`src/rtl/qsd_pkg.sv`:
```
package qsd_pkg;
  typedef enum logic [1:0] {
    PH_ACQ  = 2'd0,
    PH_WAIT = 2'd1,
    PH_IDLE = 2'd2
  } phase_t;
endpackage

```
`src/rtl/qsd_edge_sync.sv`:
```
module qsd_edge_sync #(
  parameter int STAGES = 2
) (
  input  logic clk,
  input  logic rst_n,
  input  logic pin,
  output logic rise
);
  logic [STAGES-1:0] sync_q;
  logic              prev_q;

  generate
    for (genvar g = 0; g < STAGES; g++) begin : g_stage
      if (g == 0) begin : g_first
        always_ff @(posedge clk or negedge rst_n)
          if (!rst_n) sync_q[g] <= 1'b0;
          else        sync_q[g] <= pin;
      end else begin : g_next
        always_ff @(posedge clk or negedge rst_n)
          if (!rst_n) sync_q[g] <= 1'b0;
          else        sync_q[g] <= sync_q[g-1];
      end
    end
  endgenerate

  always_ff @(posedge clk or negedge rst_n)
    if (!rst_n) prev_q <= 1'b0;
    else        prev_q <= sync_q[STAGES-1];

  assign rise = sync_q[STAGES-1] & ~prev_q;

  a_r4_rise_from_pin: assert property (@(posedge clk) disable iff (!rst_n)
    rise |-> $past(pin, STAGES));
  a_r4_single_pulse: assert property (@(posedge clk) disable iff (!rst_n)
    rise |=> !rise);
endmodule

```
`src/rtl/qsd_swap_det.sv`:
```
module qsd_swap_det #(
  parameter int VW       = 12,
  parameter int FAST_DLY = 1,
  parameter int SLOW_DLY = 250
) (
  input  logic          clk,
  input  logic          rst_n,
  input  logic          tick,
  input  logic [VW-1:0] cell_v,
  input  logic          cell_upd,
  input  logic          fast_cmp,
  input  logic          cmp_en,
  input  logic [VW-1:0] thr_v,
  output logic          fire
);
  localparam int CW = $clog2(SLOW_DLY + 1);

  logic          armed_q, armed_n;
  logic          pend_q,  pend_n;
  logic [CW-1:0] cnt_q,   cnt_n;
  logic          fire_q,  fire_n;
  logic          below, above;

  always_comb begin
    below = cmp_en ? ~fast_cmp : (cell_upd && (cell_v <  thr_v));
    above = cmp_en ?  fast_cmp : (cell_upd && (cell_v >= thr_v));
    armed_n = armed_q;
    pend_n  = pend_q;
    cnt_n   = cnt_q;
    fire_n  = 1'b0;
    if (below) begin
      armed_n = 1'b1;
      pend_n  = 1'b0;
    end else if (pend_q) begin
      if (tick) begin
        if (cnt_q == CW'(1)) begin
          fire_n  = 1'b1;
          pend_n  = 1'b0;
          armed_n = 1'b0;
        end else begin
          cnt_n = cnt_q - CW'(1);
        end
      end
    end else if (armed_q && above) begin
      pend_n = 1'b1;
      cnt_n  = cmp_en ? CW'(FAST_DLY) : CW'(SLOW_DLY);
    end
  end

  always_ff @(posedge clk or negedge rst_n)
    if (!rst_n) begin
      armed_q <= 1'b0;
      pend_q  <= 1'b0;
      cnt_q   <= '0;
      fire_q  <= 1'b0;
    end else begin
      armed_q <= armed_n;
      pend_q  <= pend_n;
      cnt_q   <= cnt_n;
      fire_q  <= fire_n;
    end

  assign fire = fire_q;

  a_r9_fire_after_arm: assert property (@(posedge clk) disable iff (!rst_n)
    fire |-> $past(armed_q) && !armed_q);
  a_r8_count_bound: assert property (@(posedge clk) disable iff (!rst_n)
    pend_q |-> (cnt_q >= CW'(1)) && (cnt_q <= CW'(SLOW_DLY)));
endmodule

```
`src/rtl/qsd_capture.sv`:
```
module qsd_capture
  import qsd_pkg::*;
#(
  parameter int VW      = 12,
  parameter int WIN     = 16,
  parameter int OCV_DLY = 17,
  parameter int SOC_DLY = 175
) (
  input  logic          clk,
  input  logic          rst_n,
  input  logic          go,
  input  logic          tick,
  input  logic [VW-1:0] cell_v,
  output logic [VW-1:0] ocv,
  output logic          ocv_rdy,
  output logic          soc_rdy
);
  localparam int TOTAL = OCV_DLY + SOC_DLY;
  localparam int CW    = $clog2(TOTAL + 1);

  phase_t        ph_q,   ph_n;
  logic [CW-1:0] cnt_q,  cnt_n;
  logic [VW-1:0] peak_q, peak_n;
  logic [VW-1:0] ocv_q,  ocv_n;
  logic          ordy_q, ordy_n;
  logic          srdy_q, srdy_n;

  always_comb begin
    ph_n   = ph_q;
    cnt_n  = cnt_q;
    peak_n = peak_q;
    ocv_n  = ocv_q;
    ordy_n = 1'b0;
    srdy_n = 1'b0;
    if (go) begin
      ph_n   = PH_ACQ;
      cnt_n  = '0;
      peak_n = '0;
    end else if (tick && ph_q != PH_IDLE) begin
      cnt_n = cnt_q + CW'(1);
      if (cnt_q < CW'(WIN) && cell_v > peak_q) peak_n = cell_v;
      if (cnt_n == CW'(OCV_DLY)) begin
        ocv_n  = peak_n;
        ordy_n = 1'b1;
        ph_n   = PH_WAIT;
      end
      if (cnt_n == CW'(TOTAL)) begin
        srdy_n = 1'b1;
        ph_n   = PH_IDLE;
      end
    end
  end

  always_ff @(posedge clk or negedge rst_n)
    if (!rst_n) begin
      ph_q   <= PH_ACQ;
      cnt_q  <= '0;
      peak_q <= '0;
      ocv_q  <= '0;
      ordy_q <= 1'b0;
      srdy_q <= 1'b0;
    end else begin
      ph_q   <= ph_n;
      cnt_q  <= cnt_n;
      peak_q <= peak_n;
      ocv_q  <= ocv_n;
      ordy_q <= ordy_n;
      srdy_q <= srdy_n;
    end

  assign ocv     = ocv_q;
  assign ocv_rdy = ordy_q;
  assign soc_rdy = srdy_q;

  a_r2_peak_monotone: assert property (@(posedge clk) disable iff (!rst_n)
    !go |=> peak_q >= $past(peak_q));
  a_r1_ocv_single: assert property (@(posedge clk) disable iff (!rst_n)
    ocv_rdy |=> !ocv_rdy);
  a_r1_ready_exclusive: assert property (@(posedge clk) disable iff (!rst_n)
    !(ocv_rdy && soc_rdy));
  a_r3_ocv_held: assert property (@(posedge clk) disable iff (!rst_n)
    !ocv_rdy |-> $stable(ocv));
  a_r3_idle_stays: assert property (@(posedge clk) disable iff (!rst_n)
    (ph_q == PH_IDLE && !go) |=> ph_q == PH_IDLE && !ocv_rdy && !soc_rdy);
endmodule

```
`src/rtl/ocv_restart_seq.sv`:
```
module ocv_restart_seq #(
  parameter int VW        = 12,
  parameter int THRW      = 7,
  parameter int THR_SHIFT = 5,
  parameter int WIN       = 16,
  parameter int OCV_DLY   = 17,
  parameter int SOC_DLY   = 175,
  parameter int FAST_DLY  = 1,
  parameter int SLOW_DLY  = 250,
  parameter int SYNC_STG  = 2
) (
  input  logic            clk,
  input  logic            rst_n,
  input  logic            ms_tick,
  input  logic [VW-1:0]   cell_v,
  input  logic            cell_upd,
  input  logic            fast_cmp,
  input  logic            cmp_dis,
  input  logic            hib_mode,
  input  logic [THRW-1:0] rst_thr,
  input  logic            qs_pin,
  input  logic            qs_wr,
  output logic [VW-1:0]   ocv,
  output logic            ocv_rdy,
  output logic            soc_rdy,
  output logic            restart
);
  localparam int TW = THRW + THR_SHIFT;

  logic          pin_rise, swap_fire, go, cmp_en;
  logic          sw_q, sw_n;
  logic          rst_q, rst_n_nx;
  logic [TW-1:0] thr_wide;
  logic [VW-1:0] thr_v;

  assign thr_wide = {rst_thr, {THR_SHIFT{1'b0}}};
  assign thr_v    = VW'(thr_wide);
  assign cmp_en   = ~(cmp_dis & hib_mode);
  assign go       = pin_rise | sw_q | swap_fire;

  always_comb begin
    sw_n     = qs_wr;
    rst_n_nx = go;
  end

  always_ff @(posedge clk or negedge rst_n)
    if (!rst_n) begin
      sw_q  <= 1'b0;
      rst_q <= 1'b0;
    end else begin
      sw_q  <= sw_n;
      rst_q <= rst_n_nx;
    end

  assign restart = rst_q;

  qsd_edge_sync #(.STAGES(SYNC_STG)) u_pin (
    .clk(clk), .rst_n(rst_n), .pin(qs_pin), .rise(pin_rise)
  );

  qsd_swap_det #(.VW(VW), .FAST_DLY(FAST_DLY), .SLOW_DLY(SLOW_DLY)) u_swap (
    .clk(clk), .rst_n(rst_n), .tick(ms_tick), .cell_v(cell_v),
    .cell_upd(cell_upd), .fast_cmp(fast_cmp), .cmp_en(cmp_en),
    .thr_v(thr_v), .fire(swap_fire)
  );

  qsd_capture #(.VW(VW), .WIN(WIN), .OCV_DLY(OCV_DLY), .SOC_DLY(SOC_DLY)) u_cap (
    .clk(clk), .rst_n(rst_n), .go(go), .tick(ms_tick), .cell_v(cell_v),
    .ocv(ocv), .ocv_rdy(ocv_rdy), .soc_rdy(soc_rdy)
  );

  a_r5_sw_restart: assert property (@(posedge clk) disable iff (!rst_n)
    $past(qs_wr, 2) |-> restart);
  a_r10_restart_has_cause: assert property (@(posedge clk) disable iff (!rst_n)
    restart |-> $past(pin_rise) || $past(sw_q) || $past(swap_fire));
endmodule

```
`config.mk`:
```
export PLATFORM = sky130hd
export DESIGN_NAME = ocv_restart_seq
export DESIGN_NICKNAME = d
export VERILOG_FILES = /design/src/rtl/qsd_pkg.sv /design/src/rtl/qsd_edge_sync.sv /design/src/rtl/qsd_swap_det.sv /design/src/rtl/qsd_capture.sv /design/src/rtl/ocv_restart_seq.sv
export SDC_FILE = /design/constraint.sdc
export NUM_CORES = 1
export LEC_CHECK = 0
export BUFFER_PORTS_ARGS = -buffer_cell sky130_fd_sc_hd__buf_2
export CAP_MARGIN = 20
export CORE_ASPECT_RATIO = 1.1
export CORE_UTILIZATION = 40
export DETAILED_ROUTE_END_ITERATION = 6
export PLACE_DENSITY = 0.65
export SETUP_SLACK_MARGIN = 0.2
export SLEW_MARGIN = 10
export SYNTH_ARGS = -nofsm -noshare
export SYNTH_HDL_FRONTEND = slang
export SYNTH_SLANG_ARGS = --single-unit
```
`constraint.sdc`:
```
create_clock -name clk -period 2.5 [get_ports clk]
set_input_delay 0.5 -clock clk [delete_from_list [all_inputs] [get_ports clk]]
set_output_delay 0.5 -clock clk [all_outputs]
set_load 0.005 [all_outputs]
```
==> metrics <==
status=finished, final reports clean; first-pass GRT wire length=~11000 µm; Synth area leader=dfrtp_1; final critical-path share of the clock period=between 80% and 90%; via-per-instance ratio=5.19; Place WS=0.0769 ns; final wirelength=between 6000 and 7000 µm; Synth Net Count=398; Root Driver=clkbuf_8; RSZ-0062 raised after global routing=no; launching point of the worst reg2reg path=u_cap.cnt_q[0]; Slew headroom=around 68%; setup TNS=0 ns; Die Y=94.9 µm; via count=2592; fin nets=approximately 440; DRT Pass-1 Iters=4; max frequency=453 MHz; DR DRC count=0; vias in the first global route=~2.6k; post-route worst setup slack=0.294 ns; worst hold margin=0.128 ns; largest stage delay on the critical path=roughly 0.57 ns; Required @ worst endpoint=~2.7 ns; TritonCTS clock tree=done; core area=around 7500 µm²; area grow syn2layout=16.6%; Reg clk slew, reported paths=around 0.11 ns; initial antenna violation count=0; Post-synth EDFFs=0; top cells by area, synth=dfrtp_1 41%, ha_1 9.2%, nand2_1 8.3%; Synth cell types=55; post-DP HPWL=between 5000 and 6000 µm; pwr dens=between 600 and 700 nW/µm²; crit-path most repeated cell=or4_4; Final Power=approximately 2.3 mW; FP Rows=33; FFs w/ async S/R, synth=between 90% and 100%; Starting Density=a little over two fifths; proportion of power drawn by combinational gates=roughly 23%; R2R cell count=7; share of the synthesized area in the top cell type=around two fifths; Peak VDD IR=about 0.00027 V; Worst Path Arrival=around 2.4 ns; Slew Limit Fails=0; Diodes inserted=0; GP Congestion=just under 0.8; crit path time final=~2.2 ns; leak pwr=1.77 nW; clk_lat worst skew=roughly 0.31 ns; sequential area share after synthesis=between 40% and 50%; Final Hold Vio Count=0; IO Pins=between 40 and 50; MaxCap Viol Count=0; Fin Clk Skew=about 0.017 ns; worst-case clock buffer depth=2; sequential power share=approximately 43%; CTS Sinks=52; remaining global-route overflow=0; WP buf/inv=0; CTS Buf Count=5; CP max stage cell=or4_4; number of I/O port buffers=42; GR Util All Layers=17.7%; Worst Hold Class=in2async; Worst-Margin Slew=a little under 0.5 ns; layout cell share with drive strength beyond 1=between 10% and 20%; Routed Antenna Nets=0; Die W=between 80 and 90 µm; Psw=between 0.6 and 0.7 mW; sw frac=just under 30%; worst-path fanout max=8; CP endpoint kind=flip-flop; wire length per cell=13.7 µm; post-synthesis instance total=around 350; critical path's top delay family=simple AND/OR/NAND/NOR gates; Internal=around 1.7 mW; Top FF cell, synth=dfrtp_1; Warnings, synthesis=0; Clk pwr share=between 30% and 40%; mean area per synthesized cell=slightly above 9 µm²; H-tree levels=2; RR Endpoint=u_cap.ph_q[0]; Die ar.=just over 8000 µm²; Worst setup SP type=flip-flop; Synth Register Bits=52; CP Class=reg2reg; largest net degree at the start of global routing=26; R2R setup slack=a little under 0.3 ns; mapped cell area=roughly 3100 µm²; critical-path cell list=ha_1 -> or4_4 -> o21ai_2 -> nor2_2 -> or4_4 -> nand2_1 -> a21oi_1; initial drt markers=115; Final Setup Violations=0
## stage by stage
step / instance area (µm²) / utilization [%] / std cells
floorplan: 3140 / - / 347
global placement: 3500 / 46.5 / 491
detailed placement: 3500 / 46.5 / 491
CTS: 3650 / 48.6 / 499
global route: 3660 / 48.7 / 499
finish: 3660 / 48.7 / 499
## area by class of cell
cell class	count	area, µm²
fillers	747	3850
multi-input cells	250	1640
flip-flops and latches	52	1300
repair buffers	54	313
well taps	105	131
inverters	30	113
clock inverters	3	90.1
clock buffers	5	68.8
## worst reg2reg max path, stage by stage, from the launching register on
cell and delay, ns:
dfrtp_1 0.48, ha_1 0.33, or4_4 0.44, o21ai_2 0.08, nor2_2 0.07, or4_4 0.57
nand2_1 0.09, a21oi_1 0.04
## placed cells by master, fill, tap and decap left out, types with 3 or more instances in the layout
| master | netlist | layout |
|---|---|---|
| a31oi_1 | 15 | 15 |
| ha_1 | 23 | 23 |
| nand3_1 | 6 | 6 |
| o21ai_0 | 7 | 6 |
| xnor2_1 | 4 | 4 |
| nor2_1 | 32 | 32 |
| nand2_1 | 69 | 69 |
| inv_1 | 30 | 30 |
| dfrtp_1 | 52 | 52 |
| bufinv_16 | 0 | 3 |
| o2bb2ai_1 | 4 | 4 |
| buf_4 | 0 | 11 |
| a21oi_1 | 12 | 12 |
| xor2_1 | 6 | 6 |
| buf_2 | 4 | 42 |
| nand4_1 | 9 | 9 |
| clkbuf_8 | 0 | 5 |
| mux2i_1 | 14 | 14 |
| o211ai_1 | 3 | 3 |
| and2_1 | 3 | 3 |
## logic make-up (layout without fill, tap and decap cells)
| kind of cell | after synthesis | in the layout | share of synthesized area (%) |
|---|---|---|---|
| AOI/OAI and AO/OA | 64 | 64 | 14.6 |
| xor gates and xnor gates | 10 | 10 | 2.79 |
| adders and majority gates | 23 | 23 | 9.17 |
| buffers and inverters | 45 | 92 | 6.38 |
| DFF | 52 | 52 | 41.5 |
| muxes | 15 | 15 | 4.82 |
| and+or+nand+nor | 138 | 138 | 20.8 |
## sequential cells by signal, indices dropped and copies added (netlist names)
register        count
u_swap.fire         1
u_cap.soc_rdy       1
u_cap.cnt_q         8
sw_q                1
u_cap.ph_q          2
u_cap.ocv_rdy       1
u_pin.prev_q        1
u_pin.sync_q        2
u_cap.ocv          12
u_swap.cnt_q        8
u_swap.armed_q      1
restart             1
u_swap.pend_q       1
u_cap.peak_q       12
## cell usage after synthesis, types with 4 or more instances
cell       count
nand2_1       69
dfrtp_1       52
nor2_1        32
inv_1         30
ha_1          23
a31oi_1       15
mux2i_1       14
a21oi_1       12
nand4_1        9
clkbuf_1       7
o21ai_0        7
nand3_1        6
xor2_1         6
buf_2          4
o2bb2ai_1      4
xnor2_1        4
## per-layer routing
layer | track usage [%] | routed length (µm) | vias up
li1 | - | - | 1281
met1 | 21.0 | 3000 | 1251
met2 | 32.5 | 3540 | 52
met3 | 3.15 | 239 | 8
met4 | 5.00 | 82 | 0
met5 | 0 | 0 | -
## power by group through the flow
stage / Sequential [mW] / Combinational [mW] / Clock, mW
finish: 1.00 / 0.538 / 0.790
global route: 1.02 / 0.614 / 0.831
CTS: 1.00 / 0.540 / 0.807
detailed placement: 1.02 / 0.540 / 0
global placement: 1.02 / 0.522 / 0
floorplan: 0.990 / 0.379 / 0
## repair_timing
item,4_1_cts,5_1_grt
setup endpoints to repair,0,22
hold buffers,0,0
setup buffers,0,0
resized for setup,0,3
## worst max-delay path by stage
stage              startpoint         endpoint  slack, ns  cells past startpoint
2_1_floorplan      rst_thr[1]  u_swap.cnt_q[7]       0.27                      8
3_3_place_gp       cell_v[11]  u_cap.peak_q[8]       0.12                      9
3_5_place_dp       cell_v[11]  u_cap.peak_q[8]       0.08                      9
4_1_cts        u_cap.cnt_q[0]    u_cap.ph_q[0]       0.30                      7
6_report       u_cap.cnt_q[0]    u_cap.ph_q[0]       0.29                      7
5_1_grt        u_cap.cnt_q[0]     u_cap.ocv[7]       0.20                      8
Power figures use the tool's default switching activity.
